--- src/rtl/ata_irq_pkg.sv ---
package ata_irq_pkg;

    // Host register events, each a single-cycle pulse at strobe negation
    typedef struct packed {
        logic stat_rd;
        logic cmd_wr;
        logic dev_wr;
        logic dev_sel;
    } reg_evt_t;

    // Pad drive pair
    typedef struct packed {
        logic oe;
        logic val;
    } pad_drv_t;

    // Number of whole cycles that fit in ns at clk_mhz (rounded down)
    function automatic int ns_to_cyc_floor(input int ns, input int clk_mhz);
        return (ns * clk_mhz) / 1000;
    endfunction

    // Number of cycles needed to cover ns at clk_mhz (rounded up, at least 1)
    function automatic int ns_to_cyc_ceil(input int ns, input int clk_mhz);
        int c;
        c = (ns * clk_mhz + 999) / 1000;
        return (c < 1) ? 1 : c;
    endfunction

endpackage

--- src/rtl/ata_irq_sel.sv ---
module ata_irq_sel
    import ata_irq_pkg::*;
(
    input  logic     clk,
    input  logic     rst,
    input  logic     dev_id,
    input  reg_evt_t evt,
    output logic     selected
);

    logic sel_q;

    always_ff @(posedge clk) begin
        if (rst)
            sel_q <= ~dev_id;
        else if (evt.dev_wr)
            sel_q <= (evt.dev_sel == dev_id);
    end

    assign selected = sel_q;


    sel_match_chk: assert property (@(posedge clk) disable iff (rst)
        evt.dev_wr |=> (sel_q == ($past(evt.dev_sel) == $past(dev_id))));


    sel_hold_chk: assert property (@(posedge clk) disable iff (rst)
        !evt.dev_wr |=> $stable(sel_q));

endmodule

--- src/rtl/ata_irq_pend.sv ---
module ata_irq_pend
    import ata_irq_pkg::*;
(
    input  logic     clk,
    input  logic     rst,
    input  logic     set_req,
    input  reg_evt_t evt,
    output logic     pending
);

    logic pend_q;
    logic clr;

    assign clr = evt.stat_rd | evt.cmd_wr;

    always_ff @(posedge clk) begin
        if (rst)
            pend_q <= 1'b0;
        else if (set_req)
            pend_q <= 1'b1;
        else if (clr)
            pend_q <= 1'b0;
    end

    assign pending = pend_q;


    set_wins_chk: assert property (@(posedge clk) disable iff (rst)
        set_req |=> pend_q);


    clear_on_evt_chk: assert property (@(posedge clk) disable iff (rst)
        (clr && !set_req) |=> !pend_q);


    pend_kept_chk: assert property (@(posedge clk) disable iff (rst)
        (!clr && !set_req) |=> $stable(pend_q));

endmodule

--- src/rtl/ata_irq_drive.sv ---
module ata_irq_drive
    import ata_irq_pkg::*;
#(
    parameter int MIN_PULSE = 5
) (
    input  logic     clk,
    input  logic     rst,
    input  logic     selected,
    input  logic     irq_dis,
    input  logic     pending,
    output pad_drv_t drv
);

    localparam int HW = $clog2(MIN_PULSE + 1);
    localparam logic [HW-1:0] HOLD_LOAD = HW'(MIN_PULSE - 1);

    pad_drv_t       drv_q, drv_d;
    logic [HW-1:0]  hold_q, hold_d;
    logic           enable;

    assign enable = selected & ~irq_dis;

    always_comb begin
        drv_d  = drv_q;
        hold_d = hold_q;
        if (drv_q.val && hold_q != '0) begin
            hold_d = hold_q - 1'b1;
        end else begin
            drv_d.oe  = enable;
            drv_d.val = enable & pending;
            hold_d    = '0;
            if (drv_d.val && !drv_q.val)
                hold_d = HOLD_LOAD;
        end
    end

    always_ff @(posedge clk) begin
        if (rst) begin
            drv_q  <= '0;
            hold_q <= '0;
        end else begin
            drv_q  <= drv_d;
            hold_q <= hold_d;
        end
    end

    assign drv = drv_q;


    val_needs_oe_chk: assert property (@(posedge clk) disable iff (rst)
        drv_q.val |-> drv_q.oe);


    pulse_hold_chk: assert property (@(posedge clk) disable iff (rst)
        (drv_q.val && hold_q != '0) |=> drv_q.val);


    pulse_start_chk: assert property (@(posedge clk) disable iff (rst)
        $rose(drv_q.val) |-> (hold_q == HOLD_LOAD));

endmodule

--- src/rtl/ata_irq_ctrl.sv ---
module ata_irq_ctrl
    import ata_irq_pkg::*;
#(
    parameter int CLK_MHZ   = 125,
    parameter int LIMIT_NS  = 400,
    parameter int PULSE_NS  = 40
) (
    input  logic clk,
    input  logic rst,
    input  logic dev_id_i,
    input  logic irq_dis_i,
    input  logic pend_set_i,
    input  logic stat_rd_i,
    input  logic cmd_wr_i,
    input  logic dev_wr_i,
    input  logic dev_sel_i,
    output logic intrq_o,
    output logic intrq_oe
);

    localparam int LIMIT     = ns_to_cyc_floor(LIMIT_NS, CLK_MHZ);
    localparam int MIN_PULSE = ns_to_cyc_ceil(PULSE_NS, CLK_MHZ);
    localparam int LW        = $clog2(LIMIT + 2);

    reg_evt_t evt;
    logic     selected;
    logic     pending;
    pad_drv_t drv;

    assign evt = '{stat_rd: stat_rd_i, cmd_wr: cmd_wr_i,
                   dev_wr: dev_wr_i, dev_sel: dev_sel_i};

    ata_irq_sel u_sel (
        .clk      (clk),
        .rst      (rst),
        .dev_id   (dev_id_i),
        .evt      (evt),
        .selected (selected)
    );

    ata_irq_pend u_pend (
        .clk     (clk),
        .rst     (rst),
        .set_req (pend_set_i),
        .evt     (evt),
        .pending (pending)
    );

    ata_irq_drive #(.MIN_PULSE(MIN_PULSE)) u_drive (
        .clk      (clk),
        .rst      (rst),
        .selected (selected),
        .irq_dis  (irq_dis_i),
        .pending  (pending),
        .drv      (drv)
    );

    assign intrq_o  = drv.val;
    assign intrq_oe = drv.oe;

    // Latency watch: cycles the pad has disagreed with the settled target
    logic          tgt_oe, tgt_val, mismatch;
    logic [LW-1:0] lag_q;

    assign tgt_oe   = selected & ~irq_dis_i;
    assign tgt_val  = tgt_oe & pending;
    assign mismatch = (intrq_oe != tgt_oe) || (intrq_o != tgt_val);

    always_ff @(posedge clk) begin
        if (rst)
            lag_q <= '0;
        else if (!mismatch)
            lag_q <= '0;
        else if (lag_q != LW'(LIMIT + 1))
            lag_q <= lag_q + 1'b1;
    end


    resp_limit_chk: assert property (@(posedge clk) disable iff (rst)
        lag_q < LW'(LIMIT));


    released_low_chk: assert property (@(posedge clk) disable iff (rst)
        !intrq_oe |-> !intrq_o);

endmodule

--- config.mk ---
export PLATFORM = sky130hd
export DESIGN_NAME = ata_irq_ctrl
export DESIGN_NICKNAME = d
export VERILOG_FILES = /design/src/rtl/ata_irq_pkg.sv /design/src/rtl/ata_irq_sel.sv /design/src/rtl/ata_irq_pend.sv /design/src/rtl/ata_irq_drive.sv /design/src/rtl/ata_irq_ctrl.sv
export SDC_FILE = /design/constraint.sdc
export NUM_CORES = 1
export LEC_CHECK = 0
export ABC_AREA = 1
export BUFFER_PORTS_ARGS = -buffer_cell sky130_fd_sc_hd__buf_4
export CORE_AREA = 2 2 39 41
export CTS_CLUSTER_SIZE = 14
export DETAILED_ROUTE_END_ITERATION = 7
export DIE_AREA = 0 0 41 43
export GPL_TIMING_DRIVEN = 0
export PLACE_DENSITY = 0.5
export SKIP_LAST_GASP = 1
export SLEW_MARGIN = 20
export SYNTH_ARGS = -nofsm -noshare
export SYNTH_HDL_FRONTEND = slang
export SYNTH_SLANG_ARGS = --single-unit
--- constraint.sdc ---
create_clock -name clk -period 3.1 [get_ports clk]
set_input_delay 0.31 -clock clk [delete_from_list [all_inputs] [get_ports clk]]
set_output_delay 0.31 -clock clk [all_outputs]
set_load 0.02 [all_outputs]
==> summary.md, run 1 <==
| Metric | Value |
|---|---|
| Crit path DAT | 1.36 ns |
| Post-Syn Area per Cell | 7.247 um2 |
| Port-buffer cells | 10 |
| Maximum vdd drop | 0.0001335 V |
| Most frequent CP cell | nand2_1 |
| Hold Startpoint | rst |
| Post-Synth XOR/XNOR Area | 0% |
| Clock Sinks | 7 |
| Syn Inst Count | 48 |
| Slowest stage delay, CP | approximately 0.32 ns |
| I/O pin count | 11 |
| Max clock buf depth | 2 |
| Max Slew Vio Count | 0 |
| WS Path Type | flop to flop |
| Largest net degree at the start of global routing | 6 |
| All-Layer GR Usage | 8.258% |
| Overflow left after global routing | 0 |
| DRC Markers | 0 |
| Synthesized Nets | 59 |
| Crit end category | flop |
| Register clock-pin slew on the reported worst setup and hold paths | 0.05 ns |
| Largest family of logic cells by synthesized area | simple AND/OR/NAND/NOR gates |
| Tmin final | 1.167 ns |
| Critical path launch point type | flop |
| Worst reg2reg startpoint | u_drive.hold_q[0] |
| Setup violators final | 0 |
| # rows | 14 |
| Area share of and/or/nand/nor cells after synthesis | 33.09% |
| Number of nets in the layout | 74 |
| Clock root buffer | clkbuf_4 |
| Most frequent cells in the layout | 11 x inv_1, 11 x nand2_1, 10 x buf_4 |
| CTS tree | yes |
| Hold-fix buffers, CTS | 0 |
| Die Y | around 43 um |
| Post-synthesis cell area | 347.8 um2 |
| Mux contribution to synthesized area | 0% |
| Leak | 0.0002514 uW |
| Max_cap viols | 0 |
| Fin crit share | 37.63% |
| Int Power | about 160 uW |
| Outcome | finished, final reports clean |
| Number of synthesized register bits | 7 |
| Critical Path Fanout Max | 2 |
| Antenna-violating nets left | 0 |
| Hold Crit Class | input port to flop |
| Antenna violations before repair | 0 |
| Vias per inst | 3.885 |
| NetSw | 46.36 uW |
| Die Area | 1763 um2 |
| Worst skew pair latency | 0.25 ns |
| Crit path max-delay family | adder cells |
| Seq/Total Area, Yosys | between 40% and 50% |
| Final Hold Vio Count | 0 |
| Critical path, cell by cell | inv_1 -> ha_1 -> ha_1 -> inv_2 -> nand2_1 -> nor2_1 -> nand2_1 -> nand2_1 |
| YS warnings | 0 |
| Drt total wl | 536 um |
| Core ar. | around 1400 um2 |
| Die width | 41 um |
| WP buf/inv | 2 |
| Compound-Gate Fraction of Synth Area | around 1.4% |
| Clock skew | 0.004480 ns |
| P per Cell Area | 434.9 nW/um2 |
| Vias in the first global route | 253 |
| Largest cells by area after synthesis | dfxtp_1 35%, inv_1 12%, nand2_1 12% |
| Post-CTS setup buffer count | 0 |
| Comb power frac | 11.4% |
| Starting Density | 25.14% |
| Post-synthesis adder-cell area fraction | 7.194% |
| Synth top area share | 34.53% |
| WL per Instance | 6.872 um |
| Total CTS buffers | 3 |
| DP HPWL | 431.8 um |
| Sw Share | 22.72% |
| Clk pwr share | 40.7% |
| Antenna diodes | 0 |
| Slew HR | between 80 and 90% |
| 1st-iter DRT viols | 1 |
| Layout area overhead | 34.89% |
| Post-cts sizing count | 0 |
| Final hold slack | 0.2472 ns |
| First-pass DRT Iterations | 3 |
| Via count | between 300 and 400 |
| Setup TNS | 0 ns |
| Sequential share of power | 47.9% |
| CP Data Required Time | ~3.3 ns |
| Layout cells sized above 1 | 30.65% |
| RSZ-0062 raised after global routing | false |
| Fillers | 165 |
| Top cell type by total area after synthesis | dfxtp_1 |
| Critical Path Start | u_drive.hold_q[0] |
| H-tree depth | 1 |
| Slew @ Worst Pin | 0.1699 ns |
| Fmax | 857.2 MHz |
| Synth unique cells | 14 |
| Slowest-stage cell, CP | dfxtp_1 |
| RePlAce Congestion | about 0.58 |
| First-pass GRT wire length | 910 um |
cell type report:
| cell class | count | area (um2) | area share, % |
|---|---|---|---|
| tap | 16 | 20.02 | 4.267 |
| multi-input combinational | 27 | 145.1 | 30.93 |
| clock buffer | 4 | 26.28 | 5.600 |
| timing repair buffer | 10 | 75.07 | 16.00 |
| inverter | 14 | 52.55 | 11.20 |
| sequential | 7 | 150.1 | 32.00 |
stage by stage:
step	setup slack [ns]	cells	power [uW]	util, %	instance area [um2]
final	1.933	78	204.1	33.91	469.2
after global routing	1.809	78	220.4	33.91	469.2
after CTS	1.914	78	208.4	33.91	469.2
after detailed placement	1.931	74	123.2	32.01	442.9
after global placement	1.921	74	123.0	32.01	442.9
after floorplan	1.992	48	111.4	-	347.8
logic make-up (layout without fill, tap and decap cells):
family | Yosys count | after routing
simple gates | 24 | 24
buf+inv | 14 | 28
flops | 7 | 7
fa+ha+maj | 2 | 2
compound gates | 1 | 1
worst register-to-register path, stage by stage, from the launching register on:
cell and delay [ns]:
dfxtp_1 0.32, inv_1 0.04, ha_1 0.19, ha_1 0.25, inv_2 0.07, nand2_1 0.06, nor2_1 0.09, nand2_1 0.05
nand2_1 0.04
routing by layer:
layer	global-route usage, %	part of all wire, %	vias up
met5	0	0	-
met4	8.000	3.5	0
li1	-	-	165
met1	8.766	47	121
met3	4.712	8.8	3
met2	10.63	40	14
final timing paths:
| path | end | slack [ns] | depth (start not counted) |
|---|---|---|---|
| max reg2reg | u_drive.hold_q[2] | 1.93 | 8 |
| min reg2reg | u_drive.hold_q[0] | 0.41 | 1 |
| max | u_drive.hold_q[2] | 1.93 | 8 |
| min | u_pend.pending | 0.25 | 2 |
synth_stat cells, drive strengths merged:
library cell,count
or2,1
nor2,7
ha,2
a21oi,1
nand3,2
dfxtp,6
nand2,12
inv,14
edfxtp,1
nand3b,2
sequential cells by signal, summed over array words and instances (netlist names):
| name | cells |
|---|---|
| u_sel.selected | 1 |
| u_drive.drv | 2 |
| u_drive.hold_q | 3 |
| u_pend.pending | 1 |
power groups by stage:
| stage | clock (uW) | combinational (uW) | sequential, uW |
|---|---|---|---|
| floorplan | 0 | 10.6 | 101 |
| global placement | 0 | 23.2 | 99.8 |
| detailed placement | 0 | 23.5 | 99.7 |
| CTS | 86.8 | 23.6 | 97.9 |
| global route | 95.9 | 26.3 | 98.2 |
| finish | 83.0 | 23.2 | 97.9 |
Note: power is estimated with default switching activity, not from simulation.
==> run 2, diff against run 1 <==
Clock period 3.1 ns to 1.1 ns, I/O delays scaled along.
==> run 2 against run 1 <==
Critical path depth is the same. Power grew to 2.8 times the previous value. Wire length increased by 6.9%. Global-route usage up 0.60 points. Clock skew down 0.0021 ns. Clock power grew to 2.8 times the previous value. Die area unchanged. Worst setup slack worse by 1.9 ns. Critical endpoint unchanged. Largest power group unchanged.
==> summary.md, run 2 (synthesis results as in run 1) <==
| Metric | Value |
|---|---|
| Post-CTS setup buffer count | 0 |
| Number of nets in the layout | 74 |
| Worst reg2reg startpoint | u_drive.hold_q[0] |
| Critical path launch point type | flop |
| Hold endpoint | u_pend.pending |
| WL per Instance | 7.346 um |
| Clock skew | approximately 0.0024 ns |
| Die width | around 41 um |
| All-Layer GR Usage | 8.853% |
| Slew @ Worst Pin | 0.1723 ns |
| I/O pin count | 11 |
| Setup TNS | 0 ns |
| Setup violators final | 0 |
| Max Slew Vio Count | 0 |
| Largest net degree at the start of global routing | 6 |
| Starting Density | between 20% and 30% |
| WP buf/inv | 2 |
| DRC Markers | 0 |
| Cells on worst reg2reg path | 8 |
| Fin crit share | between 90% and 100% |
| Hold Crit Class | input port to flop |
| Via count | 306 |
| Fmax | 952.3 MHz |
| WS Path Type | flop to flop |
| 1st-iter DRT viols | 0 |
| Tmin final | 1.050 ns |
| Placed Cells incl. Taps | 74 |
| Port-buffer cells | 10 |
| CP Data Required Time | 1.29 ns |
| Vias in the first global route | 276 |
| Antenna violations before repair | 0 |
| Flop2flop setup slack | 0.05 ns |
| Antenna-violating nets left | 0 |
| Cell Count, Final, Fillers Out | 78 |
| Worst skew pair latency | 0.25 ns |
| Overflow left after global routing | 0 |
| Clock root buffer | clkbuf_4 |
| Antenna diodes | 0 |
| Vias per inst | 3.923 |
| Max reg flops | 3 |
| Most frequent cells in the layout | 10 x inv_1, 10 x nand2_1, 10 x buf_4 |
| Outcome | finished, final reports clean |
| Layout area overhead | 43.53% |
| Slew HR | ~88% |
| Drt total wl | 573 um |
| Layout cells sized above 1 | 40.32% |
| RSZ-0062 raised after global routing | true |
| Worst hold stages | 2 |
| Final worst slack | 0.04988 ns |
| Die Y | 43 um |
| Final Hold Vio Count | 0 |
| Max clock buf depth | 2 |
| Slowest stage delay, CP | 0.33 ns |
| Crit path max-delay family | flip-flops |
| H-tree depth | 1 |
| Max_cap viols | 0 |
| # rows | 14 |
| Core ar. | 1384 um2 |
| Crit path DAT | 1.24 ns |
| Leak | 0.0002550 uW |
| Critical Path Fanout Max | 2 |
| CTS tree | yes |
| Critical path, cell by cell | inv_2 -> ha_4 -> ha_4 -> inv_2 -> nand2_2 -> nor2_1 -> nand2_1 -> nand2_1 |
| Register clock-pin slew on the reported worst setup and hold paths | approximately 0.050 ns |
| R2r endpoint | u_drive.hold_q[2] |
| Slowest-stage cell, CP | dfxtp_2 |
| P per Cell Area | 1151 nW/um2 |
| Top reg by flops | u_drive.hold_q |
| First-pass DRT Iterations | 1 |
| First-pass GRT wire length | 986 um |
| RePlAce Congestion | about 0.57 |
| Clock Sinks | 7 |
| Maximum vdd drop | 0.0003770 V |
| Dpl ws | -0.02853 ns |
| DP HPWL | 442.6 um |
| Crit end category | flop |
| Total CTS buffers | 3 |
| Die Area | 1763 um2 |
| Hold Startpoint | rst |
==> run 2: cell count changes in the layout (fill, tap and decap cells not counted) <==
cell     delta
dfxtp_1     -2
dfxtp_2     +2
ha_1        -2
ha_4        +2
inv_1       -1
inv_2       +1
nand2_1     -1
nand2_2     +1
==> run 2: repair_timing <==
action,in CTS,in global routing
hold buffers,0,0
endpoints found under the setup margin,2,4
gates resized for setup,2,5
pin swaps,1,4
==> run 2: layout make-up <==
type | instances | area, um2
Clock buffer | 4 | 26.28
Tap cell | 16 | 20.02
Timing Repair Buffer | 10 | 75.07
Fill cell | 163 | 884.6
Multi-Input combinational cell | 27 | 172.7
Inverter | 14 | 52.55
Sequential cell | 7 | 152.6
==> run 2: routing by layer <==
| metal | GRT usage [%] | wire length [um] | up-vias |
|---|---|---|---|
| met2 | 11.56 | 247 | 11 |
| met3 | 3.141 | 46 | 2 |
| met4 | 10.00 | 14 | 0 |
| met5 | 0 | 0 | - |
| li1 | - | - | 166 |
| met1 | 9.709 | 265 | 127 |
==> run 2: power breakdown <==
part / switching (uW) / internal, uW
Combinational: 30.5 / 36.4
Clock: 93.4 / 138
Sequential: 5.20 / 271
Total: 129 / 446
==> run 2: worst max-delay path by stage <==
stage | start | endpoint | slack [ns] | cells after the start
finish | u_drive.hold_q[0] | u_drive.hold_q[2] | 0.05 | 8
detailed placement | u_drive.hold_q[0] | u_drive.hold_q[2] | -0.03 | 8
global route | u_drive.hold_q[1] | u_drive.hold_q[2] | -0.04 | 8
CTS | u_drive.hold_q[0] | u_drive.hold_q[2] | 0.009 | 8
floorplan | u_drive.hold_q[0] | u_drive.drv[1] | 0.04 | 8
global placement | u_drive.hold_q[0] | u_drive.hold_q[2] | -0.03 | 8
==> run 2: through the flow <==
stage	power (uW)	hold WS [ns]	cell area, um2	util [%]
6_report	574.7	0.05004	499.2	36.08
3_5_place_dp	347.5	0.3075	445.4	32.19
5_1_grt	618.6	0.04715	499.2	36.08
2_1_floorplan	314.2	0.1791	350.3	-
3_3_place_gp	346.9	0.3084	445.4	32.19
4_1_cts	590.6	0.04053	484.2	34.99
==> run 3, diff against run 2 <==
Settings changed: ABC_AREA 1 to unset, PLACE_DENSITY 0.5 to 0.45.
==> run 3 against run 2 <==
The flow now finishes with violations (setup timing). Worst setup slack got worse by 0.096 ns. Register-to-register slack worse by 0.096 ns. Clock power is essentially flat. Wire length shrank 0.35%. Largest power group unchanged. Via count is 20% lower. Sequential power hardly changed. Non-clock buffer count did not move. Combinational power is 13% lower. First-iteration DRC count up 1. Utilization shrank 4.5 points. Cell count shrank 26%.
==> summary.md, run 3 <==
| Metric | Value |
|---|---|
| Design area | 436.7 um2 |
| Die Area | ~1800 um2 |
| Overflow left after global routing | 0 |
| WL per Instance | 9.845 um |
| Die width | 41 um |
| 1st-iter DRT viols | 1 |
| Final worst slack | -0.04643 ns |
| Post-Syn Area per Cell | 10.32 um2 |
| All-Layer GR Usage | 8.972% |
| Post-synthesis cell area | between 200 and 300 um2 |
| Int Power | about 450 uW |
| Fin crit share | 104.2% |
| Final Hold Vio Count | 0 |
| Vias per inst | 4.207 |
| Drt total wl | 571 um |
| YS warnings | 0 |
| RSZ-0062 raised after global routing | true |
| Max clock buf depth | 2 |
| Crit path DAT | 1.33 ns |
| Core ar. | roughly 1400 um2 |
| Via count | 244 |
| RePlAce Congestion | 0.6328 |
| Most frequent CP cell | ha_4 |
| Seq/Total Area, Yosys | 51.95% |
| I/O pin count | 11 |
| Die Y | roughly 43 um |
| Fmax | a little under 900 MHz |
| Antenna diodes | 0 |
| Total CTS buffers | 3 |
| Post-CTS setup buffer count | 0 |
| Placed Cells incl. Taps | 54 |
| CP Data Required Time | 1.29 ns |
| Clock root buffer | clkbuf_4 |
| Crit end category | flop |
| Slew HR | 89.37% |
| Synth unique cells | 14 |
| Largest cells by area after synthesis | dfxtp_1 42%, edfxtp_1 10%, ha_1 8.7% |
| Largest net degree at the start of global routing | 9 |
| Clock Sinks | 7 |
| Tmin final | about 1.1 ns |
| Cell Count, Final, Fillers Out | 58 |
| Layout area overhead | 51.08% |
| Top reg by flops | u_drive.hold_q |
| Dpl ws | -0.06526 ns |
| WS Path Type | flop to flop |
| First-pass DRT Iterations | 4 |
| NetSw | 122.1 uW |
| First-pass GRT wire length | 945 um |
| Hold Crit Class | input port to flop |
| Top cell type by total area after synthesis | dfxtp_1 |
| Critical path, cell by cell | inv_2 -> ha_4 -> ha_4 -> nand2b_4 -> o22a_1 -> nor2_1 |
| Slowest-stage cell, CP | dfxtp_2 |
| Most frequent cell after synthesis | dfxtp_1 |
| Worst skew pair latency | between 0.2 and 0.3 ns |
| Synth Flop Type | dfxtp_1 |
| Max reg flops | 3 |
| Slowest stage delay, CP | about 0.33 ns |
| Antenna violations before repair | 0 |
| Synthesized Nets | 39 |
| Asr flop ratio synth | 0% |
| Syn Inst Count | 28 |
| Critical Path Fanout Max | 5 |
| Synth top cells by count | 6 x dfxtp_1, 4 x nor2_1, 3 x inv_1 |
| Leak | 0.0001868 uW |
| Comb power frac | around a tenth |
| Layout cells sized above 1 | 47.62% |
| Outcome | complete, but fails checks |
| Most frequent cells in the layout | 10 x buf_4, 5 x dfxtp_1, 4 x nor2_1 |
| Number of synthesized register bits | 7 |
| Failing checks | setup timing |
| Max_cap viols | 0 |
| Sw Share | a little over a fifth |
| Slew @ Worst Pin | approximately 0.16 ns |
| Vias in the first global route | 248 |
| Clk pwr share | 41.0% |
| Setup TNS | -0.08438 ns |
| Post-cts sizing count | 0 |
| Setup violators final | 2 |
| Maximum vdd drop | 0.0005493 V |
| Max Slew Vio Count | 0 |
| Post-synth EDFFs | 1 |
| Number of nets in the layout | 54 |
| Register clock-pin slew on the reported worst setup and hold paths | around 0.050 ns |
| # rows | 14 |
| Clock skew | 0.003029 ns |
| Placed Area | 410.4 um2 |
| Port-buffer cells | 10 |
| Commonest non-fill, non-tap cell in the layout | buf_4 |
| H-tree depth | 1 |
| Critical path launch point type | flop |
| Synth top area share | 41.56% |
| DRC Markers | 0 |
| Antenna-violating nets left | 0 |
| Sequential share of power | 48.8% |
| Final Core Density | 31.56% |
| Starting Density | 20.89% |
| P per Cell Area | ~1300 nW/um2 |
| CTS tree | yes |
run 3: power by group through the flow:
stage | registers, uW | clock network, uW | logic (uW)
finish | 277 | 233 | 58.1
detailed placement | 283 | 0 | 58.6
global route | 279 | 263 | 63.5
floorplan | 285 | 0 | 20.9
CTS | 277 | 246 | 59.3
global placement | 282 | 0 | 55.4
run 3: per-layer routing:
metal  GRT usage [%]  up-vias  part of all wire (%)  wire length [um]
met3           4.712        2                   5.3                30
li1                -      120                     -                 -
met2           13.75        6                    57               326
met4           8.000        0                  0.70                 4
met1           7.818      116                    37               210
met5               0        -                     0                 0
run 3: logic make-up (layout without fill, tap and decap cells):
group / count (synthesis) / in the layout / synth area share, %
compound gates: 3 / 3 / 6.494
buf+inv: 3 / 17 / 3.896
fa+ha+maj: 2 / 2 / 8.657
xor+xnor: 1 / 1 / 3.031
mux: 1 / 1 / 3.463
flops: 7 / 7 / 51.95
simple gates: 11 / 11 / 22.51
run 3: repair_timing:
| action | 4_1_cts | 5_1_grt |
|---|---|---|
| pin swaps | 3 | 0 |
| hold buffers | 0 | 0 |
| endpoints found under the setup margin | 2 | 2 |
| hold endpoints to repair | 0 | 0 |
run 3: area by class of cell:
cell class              instances  area (um2)
well taps                      16       20.02
inverters                       3       11.26
fillers                       158       947.2
clock buffers                   4       26.28
flip-flops and latches          7       151.4
multi-input cells              18       152.6
repair buffers                 10       75.07
run 3: final timing paths:
path | from | end | slack, ns | cells after the start
max | u_drive.hold_q[0] | u_drive.hold_q[2] | -0.05 | 6
min | pend_set_i | u_pend.pending | 0.08 | 3
max reg2reg | u_drive.hold_q[0] | u_drive.hold_q[2] | -0.05 | 6
min reg2reg | u_drive.hold_q[0] | u_drive.hold_q[0] | 0.42 | 1
run 3: worst max-delay path, delay by kind of cell (launching register included):
| family | cells | cell delay (ns) |
|---|---|---|
| buffers and inverters | 1 | 0.04 |
| AO/OA/AOI/OAI | 1 | 0.19 |
| flip-flops | 1 | 0.33 |
| AND/OR/NAND/NOR | 2 | 0.22 |
| adder cells (fa/ha/maj) | 2 | 0.29 |
run 3: through the flow:
step,hold slack (ns),power [uW]
after floorplan,0.1767,306.4
after global placement,0.3179,337.9
after detailed placement,0.3278,341.6
after CTS,0.07020,582.9
after global routing,0.07511,605.8
final,0.07827,568.5
